## config.mk

```make
export PLATFORM = sky130hd
export DESIGN_NAME = offtime_chopper
export DESIGN_NICKNAME = d
export VERILOG_FILES = /design/src/rtl/chop_pkg.sv /design/src/rtl/chop_timer.sv /design/src/rtl/chop_fsm.sv /design/src/rtl/offtime_chopper.sv
export SDC_FILE = /design/constraint.sdc
export NUM_CORES = 1
export LEC_CHECK = 0
export ABC_AREA = 1
export BUFFER_PORTS_ARGS = -buffer_cell sky130_fd_sc_hd__buf_2
export CORE_AREA = 5 5 42 44
export CTS_CLUSTER_SIZE = 30
export DETAILED_ROUTE_END_ITERATION = 16
export DIE_AREA = 0 0 47 49
export MAX_ROUTING_LAYER = met4
export PLACE_DENSITY = 0.66
export SYNTH_ARGS = -nofsm -noshare
export SYNTH_HDL_FRONTEND = slang
export SYNTH_SLANG_ARGS = --single-unit
```

## constraint.sdc

```tcl
create_clock -name clk -period 1.3 [get_ports clk]
set_input_delay 0.13 -clock clk [delete_from_list [all_inputs] [get_ports clk]]
set_output_delay 0.13 -clock clk [all_outputs]
set_load 0.03 [all_outputs]
```

## src/rtl/chop_pkg.sv

```systemverilog
package chop_pkg;
  typedef enum logic [1:0] {
    PH_IDLE = 2'd0,
    PH_ON   = 2'd1,
    PH_OFF  = 2'd2
  } phase_t;
endpackage

```

## src/rtl/chop_timer.sv

```systemverilog
// One-shot down counter: load sets MAX, counts to zero, then idles.
module chop_timer #(
  parameter int MAX = 30
) (
  input  logic clk,
  input  logic rst,
  input  logic clear,
  input  logic load,
  output logic busy,
  output logic last
);
  localparam int W = $clog2(MAX + 1);

  logic [W-1:0] cnt;

  always_ff @(posedge clk) begin
    if (rst || clear) begin
      cnt <= '0;
    end else if (load) begin
      cnt <= W'(MAX);
    end else if (cnt != '0) begin
      cnt <= cnt - W'(1);
    end
  end

  assign busy = (cnt != '0);
  assign last = (cnt == W'(1));
endmodule

```

## src/rtl/chop_fsm.sv

```systemverilog
// Phase control: idle, drive, fixed off-time. Outputs are registered.
module chop_fsm
  import chop_pkg::*;
(
  input  logic clk,
  input  logic rst,
  input  logic enable,
  input  logic trip,
  input  logic slow_sel,
  input  logic blank_busy,
  input  logic off_last,
  output logic blank_load,
  output logic off_load,
  output logic timer_clr,
  output logic drive_on,
  output logic off_slow,
  output logic off_fast
);
  phase_t st, nxt;

  always_comb begin
    nxt        = st;
    blank_load = 1'b0;
    off_load   = 1'b0;
    timer_clr  = 1'b0;
    if (!enable) begin
      nxt       = PH_IDLE;
      timer_clr = 1'b1;
    end else begin
      case (st)
        PH_IDLE: begin
          nxt        = PH_ON;
          blank_load = 1'b1;
        end
        PH_ON: begin
          if (trip && !blank_busy) begin
            nxt        = PH_OFF;
            off_load   = 1'b1;
            blank_load = 1'b1;
          end
        end
        PH_OFF: begin
          if (off_last) begin
            nxt        = PH_ON;
            blank_load = 1'b1;
          end
        end
        default: nxt = PH_IDLE;
      endcase
    end
  end

  always_ff @(posedge clk) begin
    if (rst) begin
      st       <= PH_IDLE;
      drive_on <= 1'b0;
      off_slow <= 1'b0;
      off_fast <= 1'b0;
    end else begin
      st       <= nxt;
      drive_on <= (nxt == PH_ON);
      off_slow <= (nxt == PH_OFF) && slow_sel;
      off_fast <= (nxt == PH_OFF) && !slow_sel;
    end
  end
endmodule

```

## src/rtl/offtime_chopper.sv

```systemverilog
module offtime_chopper #(
  parameter int BLANK_CYC = 3,
  parameter int OFF_CYC   = 30
) (
  input  logic clk,
  input  logic rst,
  input  logic enable,
  input  logic trip,
  input  logic slow_sel,
  output logic drive_on,
  output logic blanking,
  output logic off_slow,
  output logic off_fast
);
  logic blank_load, off_load, timer_clr;
  logic blank_busy, blank_last_unused;
  logic off_busy_unused, off_last;

  chop_fsm u_fsm (
    .clk        (clk),
    .rst        (rst),
    .enable     (enable),
    .trip       (trip),
    .slow_sel   (slow_sel),
    .blank_busy (blank_busy),
    .off_last   (off_last),
    .blank_load (blank_load),
    .off_load   (off_load),
    .timer_clr  (timer_clr),
    .drive_on   (drive_on),
    .off_slow   (off_slow),
    .off_fast   (off_fast)
  );

  chop_timer #(.MAX(BLANK_CYC)) u_blank (
    .clk   (clk),
    .rst   (rst),
    .clear (timer_clr),
    .load  (blank_load),
    .busy  (blank_busy),
    .last  (blank_last_unused)
  );

  chop_timer #(.MAX(OFF_CYC)) u_off (
    .clk   (clk),
    .rst   (rst),
    .clear (timer_clr),
    .load  (off_load),
    .busy  (off_busy_unused),
    .last  (off_last)
  );

  assign blanking = blank_busy;
endmodule

```

# ---- After elaboration in Yosys (flattened, before gate mapping)
# Index checks and enable logic that the tools add are counted.
dict set report op_classes {
  n_addsub 2
  n_eq_ne 5
  mux 15
  reduce_logical 12
}
# operator n
set ops {}
lappend ops {{2-bit 2-to-1 mux} 5}
lappend ops {{5-bit 2-to-1 mux} 2}
lappend ops {{1-bit 2-to-1 mux} 6}
lappend ops {{2-bit case mux with 3 select lines} 1}
lappend ops {{2-bit nonzero test} 3}
lappend ops {{5-bit by 1-bit == test with 1-bit output (second input constant)} 1}
lappend ops {{5-bit nonzero test} 1}
lappend ops {{5-bit by 1-bit subtractor with 5-bit output (second input constant)} 1}
lappend ops {{2-bit by 1-bit == test with 1-bit output (second input constant)} 2}
lappend ops {{2-bit == test (second input constant)} 2}
lappend ops {{1-bit logical AND} 3}
lappend ops {{1-bit case mux with 3 select lines} 1}
lappend ops {{1-bit zero test} 2}
lappend ops {{2-bit zero test} 1}
lappend ops {{2-bit OR reduction} 1}
lappend ops {{2-bit by 1-bit subtractor with 2-bit output (second input constant)} 1}
lappend ops {{1-bit logical OR} 1}
dict set report word_totals {
  ff_bits 12
  in_bits 5
  output_inout_bits 4
}

# ---- Depth between registers and ports, before layout
dict set report logic_depth {
  depth_word 8
  mapped_depth 9
  ltp_nobuf 9
}

# ---- Cells and area by module
# From an unflattened synthesis, not the netlist that was laid out.
dict set report hier_totals {
  cells_unflattened 101
  area_unflattened_um2 661.9
}
# mod n_inst cells_per_inst area_per_inst_um2 seq_area_each_um2
set by_module_without_submodules {}
lappend by_module_without_submodules {{chop_timer at u_off} 1 52 322.8 100.1}
lappend by_module_without_submodules {chop_fsm 1 29 207.7 100.1}
lappend by_module_without_submodules {{chop_timer at u_blank} 1 20 131.4 40.0}

# ---- Least setup slack after synthesis
# OpenSTA, ideal clock, no wires.
dict set report synth_timing {
  path_type {register -> register}
  startpoint {register u_blank.cnt[0]}
  endpoint {register u_blank.cnt[1]}
  arrival_time_ps 1050
  required_ps 1180
  slack_ps 130
  stages_incl_launch_ff 7
  path_cell_list {dfxtp_1 -> inv_1 -> ha_1 -> inv_1 -> nand2_1 -> o21ai_0 -> a21oi_1}
}
dict set report synth_between {
  elab_chain_cells 7
  word_cells_on_any_way 10
  cone_classes {add/sub: 1; mux: 5; reduce/logical: 4}
}
# item line_no
set synth_rtl {}
lappend synth_rtl {{start, declared} chop_timer.sv:14} ;# logic [W-1:0] cnt;
lappend synth_rtl {{start signal, assigned} chop_timer.sv:20} ;# cnt <= W'(MAX);
lappend synth_rtl {{start signal, assigned} chop_timer.sv:22} ;# cnt <= cnt - W'(1);
lappend synth_rtl {{2-bit nonzero test (*)} chop_timer.sv:26} ;# assign busy = (cnt != '0);
lappend synth_rtl {{net blanking} offtime_chopper.sv:11} ;# output logic blanking,
lappend synth_rtl {{1-bit zero test} chop_fsm.sv:36} ;# if (trip && !blank_busy) begin
lappend synth_rtl {{1-bit logical AND} chop_fsm.sv:36}
lappend synth_rtl {{1-bit 2-to-1 mux} chop_fsm.sv:36}
lappend synth_rtl {{1-bit case mux with 3 select lines} chop_fsm.sv:30} ;# case (st)
lappend synth_rtl {{1-bit 2-to-1 mux} chop_fsm.sv:26} ;# if (!enable) begin
lappend synth_rtl {{2-bit 2-to-1 mux or 2-bit nonzero test (tied branches)} -}
# The timed path passes the listed nets; every way through them passes the cells marked *. The select of a mux whose other input is x is not followed.
# A chain may end at the register's enable or synchronous reset.

# ---- Final worst setup path
dict set report layout_timing {
  startpoint {register u_blank.cnt[0]}
  endpoint {output blanking}
}
dict set report layout_between {
  elab_chain_cells 1
}
# item line_no
set layout_rtl {}
lappend layout_rtl {{2-bit nonzero test} chop_timer.sv:26}
lappend layout_rtl {{end, declared} offtime_chopper.sv:11}
# No other way between the ends.

==> key figures <==
Worst setup path
  – Worst Setup End Kind: output port
  – Startpoint types: flip-flop
  – Setup CP Type: reg -> out
  – R2R cell count: 8
  – Worst EP required: 1.17 ns
  – Reg-to-Reg End: u_blank.cnt[1]$_SDFFE_PP0P_
  – Worst Path Arrival: 1.08 ns
  – Worst-path fanout max: 4
  – R2r startpoint: u_off.cnt[1]$_SDFFE_PP0P_
  – R2R Setup Slk: 0.13 ns

STA
  – Slew @ Worst Pin: 0.285 ns
  – Fin crit period: 1.21 ns
  – Crit share post-route: 0.933
  – Fmax: 825 MHz
  – WHS: 0.0123 ns
  – Clk_skew: 0.00109 ns
  – Max transition margin: 0.809
  – Final Hold Viols: 0
  – Final setup violation count: 0
  – RSZ-0062 raised after global routing: true
  – Setup total negative slack: 0 ns
  – Slew Viols, Final: 0

Worst hold path
  – Hold worst-path end: u_fsm.off_fast$_SDFF_PP0_
  – Hold path depth: 2
  – Hold path startpoint: slow_sel
  – Min-Delay Path Class: in -> reg

Synthesis
  – Yosys top cell area share: 0.402
  – Synth Register Bits: 12
  – Sequential share of the synthesized area: 0.402
  – Synth cell types: 14
  – Largest cells by area after synthesis: dfxtp_1 40%, inv_1 10%, nand2_1 8.8%, ha_1 8.4%, nand3_1 7.5%
  – Cell Area, Synth: 598 um^2
  – Number of warnings issued by yosys: 0
  – Post-synth top area cell: dfxtp_1
  – Synth Instances: 82
  – Mean Syn Cell Area: 7.29 um^2
  – Syn_nets: 91

Route
  – Vias: 524
  – Drt total wl: 1060 um
  – Vias per inst: 4.76
  – WL per Instance: 9.65 um
  – Iteration count of the initial detailed-routing pass: 4
  – Drc violations: 0
  – Antenna viol nets, final: 0
  – Drt first-iter violations: 13

Power and ir drop
  – Leak: 0.365 nW
  – Sw Pwr: 0.000475 W
  – Switching Share: 0.373
  – Comb pwr share: 0.395
  – Clock group share of total power: 0.237
  – Power Density: 1780 mW/mm^2
  – Sequential share of power: 0.368
  – Max VDD drop: 1.02 mV
  – Int Pwr: 0.000800 W

Final layout
  – Register cell area after layout: 241 um^2
  – Layout overhead on the synthesized area: 19.9%
  – # fillers: 141
  – Nets@finish: 104
  – Final Non-Filler Cells: 110
  – Share of layout cells above drive strength 1: 0.234
  – Multi-input gate area: 313 um^2
  – Ant. Diodes: 0
  – Layout Utilization: 0.512

Clock network
  – Reg clk slew, reported paths: 0.08 ns
  – H-Tree Level Count: 1
  – Clock Tree Root: clkbuf_4
  – Hold bufs inserted after CTS: 0
  – TritonCTS clock tree: yes
  – CTS sink count: 12
  – Cts bufs inserted: 3
  – Clk buf depth: 2
  – Worst skew pair latency: 0.28 ns

Die
  – Core area: 0.00140 mm^2
  – Initial Util: 0.427
  – IO Pins: 9
  – Chip width: 47 um
  – Row cnt: 14
  – Die Span Y: 49 um
  – Die Area: 0.00230 mm^2

Place
  – # port buffers: 8
  – Hpwl dp: 803 um
  – GPL Wtd Cong: 0.786
  – Placed insts: 106

Run
  – # Max-Cap Violations: 0

Global routing
  – Grt total ovfl: 0
  – Gr usage total: 0.122
  – Vias in the first global route: 485
  – Largest net degree at the start of global routing: 8
  – First-pass GRT wire length: 1920 um
  – Initial antenna violation count: 0

Outcome
  – Outcome: finished clean
## logic make-up (layout without fill, tap and decap cells)
logic type / after synthesis / after routing / synth area share
simple gates: 40 / 40 / 0.318
buf+inv: 16 / 28 / 0.100
flops: 12 / 12 / 0.402
compound gates: 8 / 8 / 0.0669
fa+ha+maj: 4 / 4 / 0.0837
xor+xnor: 2 / 2 / 0.0293
## worst max-delay path by stage
| stage | to | startpoint | cells past startpoint |
|---|---|---|---|
| after floorplan | u_blank.cnt[1]$_SDFFE_PP0P_ | u_blank.cnt[0]$_SDFFE_PP0P_ | 6 |
| after global placement | u_fsm.off_slow$_SDFF_PP0_ | u_blank.cnt[0]$_SDFFE_PP0P_ | 8 |
| after detailed placement | u_fsm.off_fast$_SDFF_PP0_ | u_blank.cnt[0]$_SDFFE_PP0P_ | 8 |
| after CTS | blanking | u_blank.cnt[0]$_SDFFE_PP0P_ | 4 |
| after global routing | u_off.cnt[1]$_SDFFE_PP0P_ | u_off.cnt[1]$_SDFFE_PP0P_ | 7 |
| final | blanking | u_blank.cnt[0]$_SDFFE_PP0P_ | 4 |
## registers in the layout (all words and copies together), names as in the netlist
signal          cells
u_off.cnt           5
u_fsm.off_fast      1
u_fsm.off_slow      1
u_fsm.st            2
u_fsm.drive_on      1
u_blank.cnt         2
## power by group through the flow
stage	clock network (W)	registers, W	logic, W
after floorplan	0	0.000474	0.000391
after global placement	0	0.000476	0.000479
after detailed placement	0	0.000476	0.000485
after CTS	0.000313	0.000467	0.000493
after global routing	0.000335	0.000478	0.000589
final	0.000302	0.000469	0.000504
## critical path: stages, from the launching register on
cell	delay, ns
dfxtp_2	0.34
inv_1	0.06
ha_4	0.17
inv_1	0.09
buf_6	0.14
## routing by layer
metal / global-route usage / vias up / wire (um)
met5: - / - / 0
met4: 0.0968 / 0 / 47
met3: 0.0332 / 5 / 32
met2: 0.163 / 8 / 464
met1: 0.147 / 231 / 518
li1: - / 280 / -
## cell type report
type,count,area share
sequential,12,0.337
multi-input combinational,54,0.436
inverter,16,0.0838
clock buffer,4,0.0506
timing repair buffer,8,0.0646
tap,16,0.0279
## repair_timing
action,in CTS,in global routing
gates resized for setup,2,5
buffers inserted,0,0
endpoints found under the setup margin,1,6
cloned,0,0
pin swaps,0,1
## synthesized netlist by cell type
cell,n
nand4_1,2
nor2_1,9
nand2_1,14
ha_1,4
nor2_2,1
a21oi_1,6
o21ai_0,2
dfxtp_1,12
xor2_1,2
nand3_1,9
nand2_2,3
inv_1,16
nand3_2,1
nor2_4,1
## through the flow
step / setup slack, ns / cell area [um^2] / total power [W]
6_report: 0.0873 / 717 / 0.00127
4_1_cts: 0.0140 / 699 / 0.00127
5_1_grt: -0.00190 / 717 / 0.00140
3_3_place_gp: 0.128 / 658 / 0.000956
3_5_place_dp: 0.0872 / 658 / 0.000961
2_1_floorplan: 0.130 / 598 / 0.000865
## cells in the final DEF (no fill, tap or decap)
cell type  instances
nor2_4             1
nor2_1             9
clkbuf_4           3
ha_2               1
dfxtp_2            1
o21ai_0            2
inv_1             15
clkbuf_8           1
nand2_2            3
ha_4               1
nand2_1           14
buf_2              7
dfxtp_1           11
buf_6              1
nor2_2             1
a21oi_1            6
inv_2              1
nand4_1            2
xor2_1             2
nand3_1            9
nand3_2            1
ha_1               2
No activity file was read; power rests on OpenSTA's default activity.
